===== config.mk =====
export PLATFORM = sky130hd
export DESIGN_NAME = vga_claim_top
export DESIGN_NICKNAME = d
export VERILOG_FILES = /design/src/rtl/vga_claim_pkg.sv /design/src/rtl/vga_win_decode.sv /design/src/rtl/vga_ctl_reg.sv /design/src/rtl/vga_claim_top.sv
export SDC_FILE = /design/constraint.sdc
export NUM_CORES = 1
export LEC_CHECK = 0
export BUFFER_PORTS_ARGS = -buffer_cell sky130_fd_sc_hd__buf_4
export CAP_MARGIN = 20
export CORE_MARGIN = 2
export CORE_UTILIZATION = 29
export DETAILED_ROUTE_END_ITERATION = 10
export MAX_ROUTING_LAYER = met4
export PLACE_DENSITY = 0.95
export REMOVE_ABC_BUFFERS = 1
export SYNTH_ARGS = -nofsm -noshare
export SYNTH_HDL_FRONTEND = slang
export SYNTH_SLANG_ARGS = --single-unit

===== constraint.sdc =====
create_clock -name clk -period 8.12 [get_ports clk]
set_clock_uncertainty 0.15 [all_clocks]
set_input_delay 2.436 -clock clk [delete_from_list [all_inputs] [get_ports clk]]
set_output_delay 2.436 -clock clk [all_outputs]
set_load 0.05 [all_outputs]

===== src/rtl/vga_claim_pkg.sv =====
package vga_claim_pkg;

  typedef enum logic [1:0] {
    CMD_MEM_RD = 2'b00,
    CMD_MEM_WR = 2'b01,
    CMD_IO_RD  = 2'b10,
    CMD_IO_WR  = 2'b11
  } cmd_kind_e;

  localparam int unsigned CODE_W    = 5;
  localparam int unsigned MB_W      = 10;
  localparam int unsigned CODE_MAX  = 16;
  localparam logic [7:0]  SUB_VGA   = 8'h00;
  localparam logic [7:0]  SUB_OTHER = 8'h80;

  // Memory kinds share the upper kind bit cleared.
  function automatic logic kind_is_mem(input logic [1:0] kind);
    return (cmd_kind_e'(kind) == CMD_MEM_RD) || (cmd_kind_e'(kind) == CMD_MEM_WR);
  endfunction

  // Size in MB: 32 MB per code step, reserved codes report zero.
  function automatic logic [MB_W-1:0] alloc_mb_of(input logic [CODE_W-1:0] code);
    if (int'(code) > int'(CODE_MAX)) return '0;
    return {code, 5'b00000};
  endfunction

endpackage


===== src/rtl/vga_win_decode.sv =====
module vga_win_decode #(
  parameter int unsigned AW   = 16,
  parameter int unsigned NWIN = 2,
  parameter logic [NWIN*AW-1:0] LO_LIST = '0,
  parameter logic [NWIN*AW-1:0] HI_LIST = '0
) (
  input  logic [AW-1:0] addr,
  output logic          hit
);

  logic [NWIN-1:0] hit_vec;

  function automatic logic in_window(input logic [AW-1:0] a,
                                     input logic [AW-1:0] lo,
                                     input logic [AW-1:0] hi);
    return (a >= lo) && (a <= hi);
  endfunction

  for (genvar i = 0; i < NWIN; i++) begin : g_win
    assign hit_vec[i] = in_window(addr, LO_LIST[i*AW +: AW], HI_LIST[i*AW +: AW]);
  end

  assign hit = |hit_vec;

endmodule


===== src/rtl/vga_ctl_reg.sv =====
module vga_ctl_reg #(
  parameter int unsigned DATA_W   = 32,
  parameter int unsigned CODE_LSB = 3,
  parameter int unsigned CODE_W   = 5,
  parameter int unsigned VD_BIT   = 1,
  parameter int unsigned LOCK_BIT = 0,
  parameter logic [CODE_W-1:0] CODE_RST = 5'd5
) (
  input  logic              clk,
  input  logic              rst_n,
  input  logic              wr_en,
  input  logic [DATA_W-1:0] wr_data,
  output logic [DATA_W-1:0] word_q,
  output logic [CODE_W-1:0] code_q,
  output logic              vd_q,
  output logic              lock_q
);

  localparam logic [DATA_W-1:0] ONE      = {{(DATA_W-1){1'b0}}, 1'b1};
  localparam logic [DATA_W-1:0] CODE_MSK = ((ONE << CODE_W) - ONE) << CODE_LSB;
  localparam logic [DATA_W-1:0] WR_MASK  = CODE_MSK | (ONE << VD_BIT) | (ONE << LOCK_BIT);
  localparam logic [DATA_W-1:0] RST_WORD = DATA_W'(CODE_RST) << CODE_LSB;

  logic write_ok;

  assign write_ok = wr_en && !lock_q;

  always_ff @(posedge clk) begin
    if (!rst_n)        word_q <= RST_WORD;
    else if (write_ok) word_q <= wr_data & WR_MASK;
  end

  assign code_q = word_q[CODE_LSB +: CODE_W];
  assign vd_q   = word_q[VD_BIT];
  assign lock_q = word_q[LOCK_BIT];

  AST_LOCK_HOLD: assert property (@(posedge clk) disable iff (!rst_n)
    lock_q |=> $stable(word_q));

endmodule


===== src/rtl/vga_claim_top.sv =====
module vga_claim_top
  import vga_claim_pkg::*;
#(
  parameter int unsigned DATA_W = 32,
  parameter int unsigned IO_W   = 16,
  parameter logic [DATA_W-1:0] MEM_LO = 32'h000A_0000,
  parameter logic [DATA_W-1:0] MEM_HI = 32'h000B_FFFF,
  parameter logic [IO_W-1:0]   IOA_LO = 16'h03B0,
  parameter logic [IO_W-1:0]   IOA_HI = 16'h03BB,
  parameter logic [IO_W-1:0]   IOB_LO = 16'h03C0,
  parameter logic [IO_W-1:0]   IOB_HI = 16'h03DF
) (
  input  logic              clk,
  input  logic              rst_n,
  input  logic              wr_en,
  input  logic [DATA_W-1:0] wr_data,
  output logic [DATA_W-1:0] rd_data,
  input  logic              cmd_valid,
  input  logic [1:0]        cmd_kind,
  input  logic [DATA_W-1:0] cmd_addr,
  input  logic              mem_space_en,
  input  logic              io_space_en,
  input  logic              dev_disabled,
  output logic              claim,
  output logic [7:0]        sub_class,
  output logic [MB_W-1:0]   alloc_mb
);

  logic [CODE_W-1:0] code_q;
  logic              vd_q;
  logic              lock_q;
  logic              eff_vd;
  logic              vga_on;
  logic              is_mem;
  logic              mem_hit;
  logic              io_hit;
  logic              mem_claim_w;
  logic              io_claim_w;

  vga_ctl_reg #(
    .DATA_W  (DATA_W),
    .CODE_LSB(3),
    .CODE_W  (CODE_W),
    .VD_BIT  (1),
    .LOCK_BIT(0),
    .CODE_RST(5'd5)
  ) u_reg (
    .clk    (clk),
    .rst_n  (rst_n),
    .wr_en  (wr_en),
    .wr_data(wr_data),
    .word_q (rd_data),
    .code_q (code_q),
    .vd_q   (vd_q),
    .lock_q (lock_q)
  );

  vga_win_decode #(
    .AW     (DATA_W),
    .NWIN   (1),
    .LO_LIST(MEM_LO),
    .HI_LIST(MEM_HI)
  ) u_mem_win (
    .addr(cmd_addr),
    .hit (mem_hit)
  );

  vga_win_decode #(
    .AW     (IO_W),
    .NWIN   (2),
    .LO_LIST({IOB_LO, IOA_LO}),
    .HI_LIST({IOB_HI, IOA_HI})
  ) u_io_win (
    .addr(cmd_addr[IO_W-1:0]),
    .hit (io_hit)
  );

  assign eff_vd      = vd_q | dev_disabled;
  assign vga_on      = (code_q != '0) && !eff_vd;
  assign is_mem      = kind_is_mem(cmd_kind);
  assign mem_claim_w = is_mem  && mem_space_en && mem_hit;
  assign io_claim_w  = !is_mem && io_space_en  && io_hit;
  assign claim       = cmd_valid && vga_on && (mem_claim_w || io_claim_w);
  assign sub_class   = vga_on ? SUB_VGA : SUB_OTHER;
  assign alloc_mb    = alloc_mb_of(code_q);

  AST_CLAIM_NEEDS_VALID: assert property (@(posedge clk) disable iff (!rst_n)
    claim |-> cmd_valid);
  AST_MEM_NEEDS_SPACE: assert property (@(posedge clk) disable iff (!rst_n)
    (claim && is_mem) |-> mem_space_en);
  AST_IO_NEEDS_SPACE: assert property (@(posedge clk) disable iff (!rst_n)
    (claim && !is_mem) |-> io_space_en);
  AST_CODE_ZERO_SILENT: assert property (@(posedge clk) disable iff (!rst_n)
    (code_q == '0) |-> (!claim && sub_class == SUB_OTHER));
  AST_DISABLE_SILENT: assert property (@(posedge clk) disable iff (!rst_n)
    (dev_disabled || vd_q) |-> !claim);
  AST_CLAIM_VGA_CLASS: assert property (@(posedge clk) disable iff (!rst_n)
    claim |-> (sub_class == SUB_VGA));
  AST_RSVD_READ_ZERO: assert property (@(posedge clk) disable iff (!rst_n)
    $rose(wr_en) |=> (rd_data[2] == 1'b0));

endmodule


; After elaboration in Yosys (flattened, before gate mapping)
; Index checks and enable logic that the tools add are counted.
[word_totals]
out_inout_bits = 51
reg_bits = 7
word_cells = 33
input_bits = 73
[classes]
eq_ne = 1
n_lt_le_gt_ge = 7
bitwise = 1
n_mux = 4
reduce_logical = 19
[op_table]
columns = operator, count
row1 = "16-bit by 10-bit greater-or-equal comparator with 1-bit output, second input constant", 2
row2 = "32-bit by 20-bit greater-or-equal comparator with 1-bit output, second input constant", 1
row3 = "16-bit by 10-bit less-or-equal comparator with 1-bit output, second input constant", 2
row4 = "32-bit by 20-bit less-or-equal comparator with 1-bit output, second input constant", 1
row5 = 10-bit 2-to-1 mux, 2
row6 = 1-bit logical AND, 11
row7 = 8-bit 2-to-1 mux, 1
row8 = "5-bit > comparator, second input constant", 1
row9 = 5-bit nonzero test, 1
row10 = 1-bit zero test, 3
row11 = "2-bit by 1-bit == test with 1-bit output, second input constant", 1
row12 = 2-bit zero test, 1
row13 = 1-bit logical OR, 2
row14 = 2-bit OR reduction, 1
row15 = 1-bit 2-to-1 mux, 1
row16 = 1-bit bitwise OR, 1

; Longest topological paths before layout
[depth]
word_depth = 7
mapped_depth = 5
depth_no_buf = 4

; Modules after synthesis
; From an unflattened synthesis, not the netlist that was laid out.
[hier_totals]
cells_unflattened = 102
area_unflattened_um2 = 795.8
[modules_own_cells]
columns = mod, area_per_inst_um2, instances, cells_per_inst, seq_area_each_um2
row1 = vga_ctl_reg, 533.0, 1, 63, 140.1
row2 = vga_claim_top, 172.7, 1, 25, 0.0
row3 = vga_win_decode at u_io_win, 46.3, 1, 9, 0.0
row4 = vga_win_decode at u_mem_win, 43.8, 1, 5, 0.0

; Least setup slack after synthesis
; Ideal clock, no wire load.
[synth_path]
path_kind = input -> output
start = input port cmd_addr[25]
end = output port claim
path_stages = 4
setup_slack_ns = 1.477
arrival_time_ns = 4.057
path_buffers = 0
t_required_ns = 5.534
cell_sequence = nor4_1 nand4_1 or4b_1 a211oi_2
[synth_between]
elab_chain_cells = 5
word_cells_on_any_way = 6
classes_between = 2 x order compare / 4 x reduce/logical
[synth_lines]
columns = item, line_no
row1 = "start, declared", vga_claim_top.sv:20  ; input logic [DATA_W-1:0] cmd_addr,
row2 = 32-bit by 20-bit greater-or-equal comparator with 1-bit output / 32-bit by 20-bit less-or-equal comparator with 1-bit output (equally long branches), vga_win_decode.sv:16  ; return (a >= lo) && (a <= hi);
row3 = 1-bit logical AND (*), vga_win_decode.sv:16
row4 = 1-bit logical AND (*), vga_claim_top.sv:81  ; assign mem_claim_w = is_mem && mem_space_en && mem_hit;
row5 = 1-bit logical OR (*), vga_claim_top.sv:83  ; assign claim = cmd_valid && vga_on && (mem_claim_w || io_claim_w);
row6 = 1-bit logical AND (*), vga_claim_top.sv:83
row7 = "end, declared", vga_claim_top.sv:24  ; output logic claim,
; Mark *: on every way between the ends. The rest lies on a longest branch, timed or not.

; Worst setup path in the final report
; Same ends and word-level chain as after synthesis.

==> flow_metrics.py <==
metrics = {
    "final_layout": {
        "fillers": 259,
        "layout_common_cells": "buf_4, conb_1, nor2b_1",
        "fin_area_um2": 1050,
        "largest_reg_flops": 7,
        "syn2layout_area_growth_pct": 45.7,
        "layout-drive-gt1-share_pct": 43.2,
        "regMostFlops": "u_reg.word_q",
        "fin_util_pct": 43.7,
        "reg_top3": "u_reg.word_q: 7 flops",
        "nNetsFinal": 220,
        "final_common_cell": "buf_4",
        "diodes": 0,
    },
    "die": {
        "dieArea_um2": 2910,
        "io-pin-count": 124,
        "dieHeight_um": 53.9,
        "rows": 18,
        "fp.coreArea_um2": 2410,
        "fp.dieW_um": 53.9,
        "initial_core_util_pct": 30.0,
    },
    "power_and_ir_drop": {
        "pwr_density_cell_nw_per_um2": 147,
        "p_leak_nw": 0.558,
        "ir_drop_uv": 82.2,
    },
    "worst_setup_path": {
        "worst_r2r_endpoint": "u_reg.word_q[6]",
        "regToRegStartpoint": "u_reg.word_q[0]",
        "r2r.worst_path.cells": 3,
        "cp-endpoint": "claim",
        "start_kind": "primary input",
        "end_kind": "output pin",
        "startpoint": "cmd_addr[25]",
        "crit_path_top_delay_cell": "or4b_1",
        "reg2reg_slack_ns": 6.65,
        "critical_path.most_common_cell": "buf_4",
        "arrival_ns": 3.97,
        "cp_slowest_stage_delay_ns": 0.53,
        "cp.required_ns": 5.53,
        "crit_type": "in2out",
        "path_cells": "buf_4 -> nor4_1 -> nand4_1 -> or4b_1 -> a211oi_2 -> buf_4",
        "crit_fanout": 1,
    },
    "grt": {
        "grt-ovfl-total": 0,
        "grt_start_max_net_pins": 8,
        "grt_use_total_pct": 10.2,
        "grt_pass1_vias": 531,
        "antenna_found_initial": 0,
        "grt_pass1_wl_um": 2010,
    },
    "hold_path": {
        "holdCritPathClass": "reg2reg",
        "min_path_cells": 2,
    },
    "synthesis": {
        "synthCells": 89,
        "yosysSeqAreaShare_pct": 19.4,
        "syn-cell-area_um2": 723,
        "yosysWarnings": 0,
        "syn_area_per_cell_um2": 8.13,
        "ys_types": 21,
        "ys_ff_latch": 7,
    },
    "clock_tree": {
        "ctsHoldBuffers": 0,
        "clockRootBuffer": "clkbuf_4",
        "cts_tree": "yes",
        "htree_levels": 1,
        "clockBufferDepth": 2,
        "cts_setup_buffers": 0,
        "clock_latency_ns": 0.24,
        "cts_sinks": 7,
        "clk_pin_slew_ns": 0.05,
        "cts_made_buffers": 3,
        "cts_resized": 0,
    },
    "sta": {
        "worst_pin_slew_ns": 0.700,
        "drv_slew": 0,
        "fin_crit_sh_pct": 80.7,
        "rsz0062_at_grt": "false",
        "worst_slack_ns": 1.56,
        "setup_viol": 0,
        "maxSlewHeadroom_pct": 53.2,
        "tns_ns": 0,
        "holdWs_ns": 0.370,
        "fmax_mhz": 153,
        "period_minus_slack_ns": 6.56,
        "hold_viol_final": 0,
    },
    "drt": {
        "vias_per_cell": 3.92,
        "drt_drc_violations_left": 0,
        "drt-total-wl_um": 1720,
        "first_iter_violations": 1,
        "avgRoutedWirePerCell_um": 9.80,
        "vias": 690,
        "ant_nets": 0,
        "first_pass_iters": 4,
    },
    "place": {
        "place_area_um2": 1030,
        "place_congestion": 0.653,
        "dp_hpwl_um": 1540,
        "io_buffers": 57,
        "place_ws_ns": 1.53,
    },
    "run": {
        "maxCapViolCount": 0,
    },
    "status": {
        "status": "complete, no violations",
    },
}
worst max-delay path, delay by kind of cell:
family,cells,cell delay [ns]
AOI/OAI and AO/OA,1,0.22
buffers and inverters,2,0.33
and+or+nand+nor,3,0.97
metal layers:
| metal | vias to the layer above | global-route usage [%] | part of all wire [%] |
|---|---|---|---|
| li1 | 333 | - | - |
| met1 | 302 | 7.89 | 26 |
| met2 | 55 | 20.3 | 56 |
| met3 | 0 | 3.61 | 18 |
| met4 | 0 | 5.13 | 0 |
| met5 | - | - | 0 |
kinds of logic after synthesis:
| family | after synthesis | synth area share, % |
|---|---|---|
| AOI/OAI and AO/OA | 6 | 6.06 |
| buffers and inverters | 42 | 42.0 |
| DFF | 7 | 19.4 |
| muxes | 5 | 6.92 |
| other | 1 | 0.519 |
| and+or+nand+nor | 28 | 25.1 |
Yosys cell counts:
master / number / share of area [%]
buf_4: 39 / 40
nor2b_1: 11 / 9.5
dfxtp_1: 7 / 19
mux2i_1: 5 / 6.9
nor2_1: 5 / 2.6
nand2_1: 3 / 1.6
a21oi_1: 2 / 1.4
inv_1: 2 / 1.0
nor4_1: 2 / 1.7
nor4b_2: 2 / 4.2
a211oi_1: 1 / 1.0
a211oi_2: 1 / 1.7
clkbuf_1: 1 / 0.52
conb_1: 1 / 0.52
nand4_1: 1 / 0.87
nand4b_1: 1 / 1.2
o2111ai_1: 1 / 1.2
o21ai_0: 1 / 0.69
or2b_1: 1 / 1.0
or4_1: 1 / 1.0
or4b_1: 1 / 1.4
where the power goes:
part,total (mW),internal (mW),switching (mW)
Clock,0.0308,0.0187,0.0121
Combinational,0.0848,0.0231,0.0617
Sequential,0.0390,0.0367,0.00230
Total,0.155,0.0785,0.0761
final cells by class:
cell class                 instances  area, um^2  area share, %
multi-input combinational         76         414           39.3
timing repair buffer              57         428           40.6
clock buffer                       4        26.3           2.49
tap                               30        37.5           3.56
inverter                           2        7.51          0.713
sequential                         7         140           13.3
worst min path at each step:
stage | startpoint | endpoint | slack (ns)
floorplan | u_reg.word_q[0] | u_reg.word_q[0] | 0.59
global placement | u_reg.word_q[3] | u_reg.word_q[3] | 0.35
detailed placement | u_reg.word_q[3] | u_reg.word_q[3] | 0.36
CTS | u_reg.word_q[3] | u_reg.word_q[3] | 0.37
global route | u_reg.word_q[3] | u_reg.word_q[3] | 0.39
finish | u_reg.word_q[3] | u_reg.word_q[3] | 0.37
stage by stage:
| step | total power [mW] | instances |
|---|---|---|
| after floorplan | 0.0994 | 85 |
| after global placement | 0.123 | 172 |
| after detailed placement | 0.124 | 172 |
| after CTS | 0.155 | 176 |
| after global routing | 0.164 | 176 |
| final | 0.155 | 176 |
(Power assumes the default switching activity.)
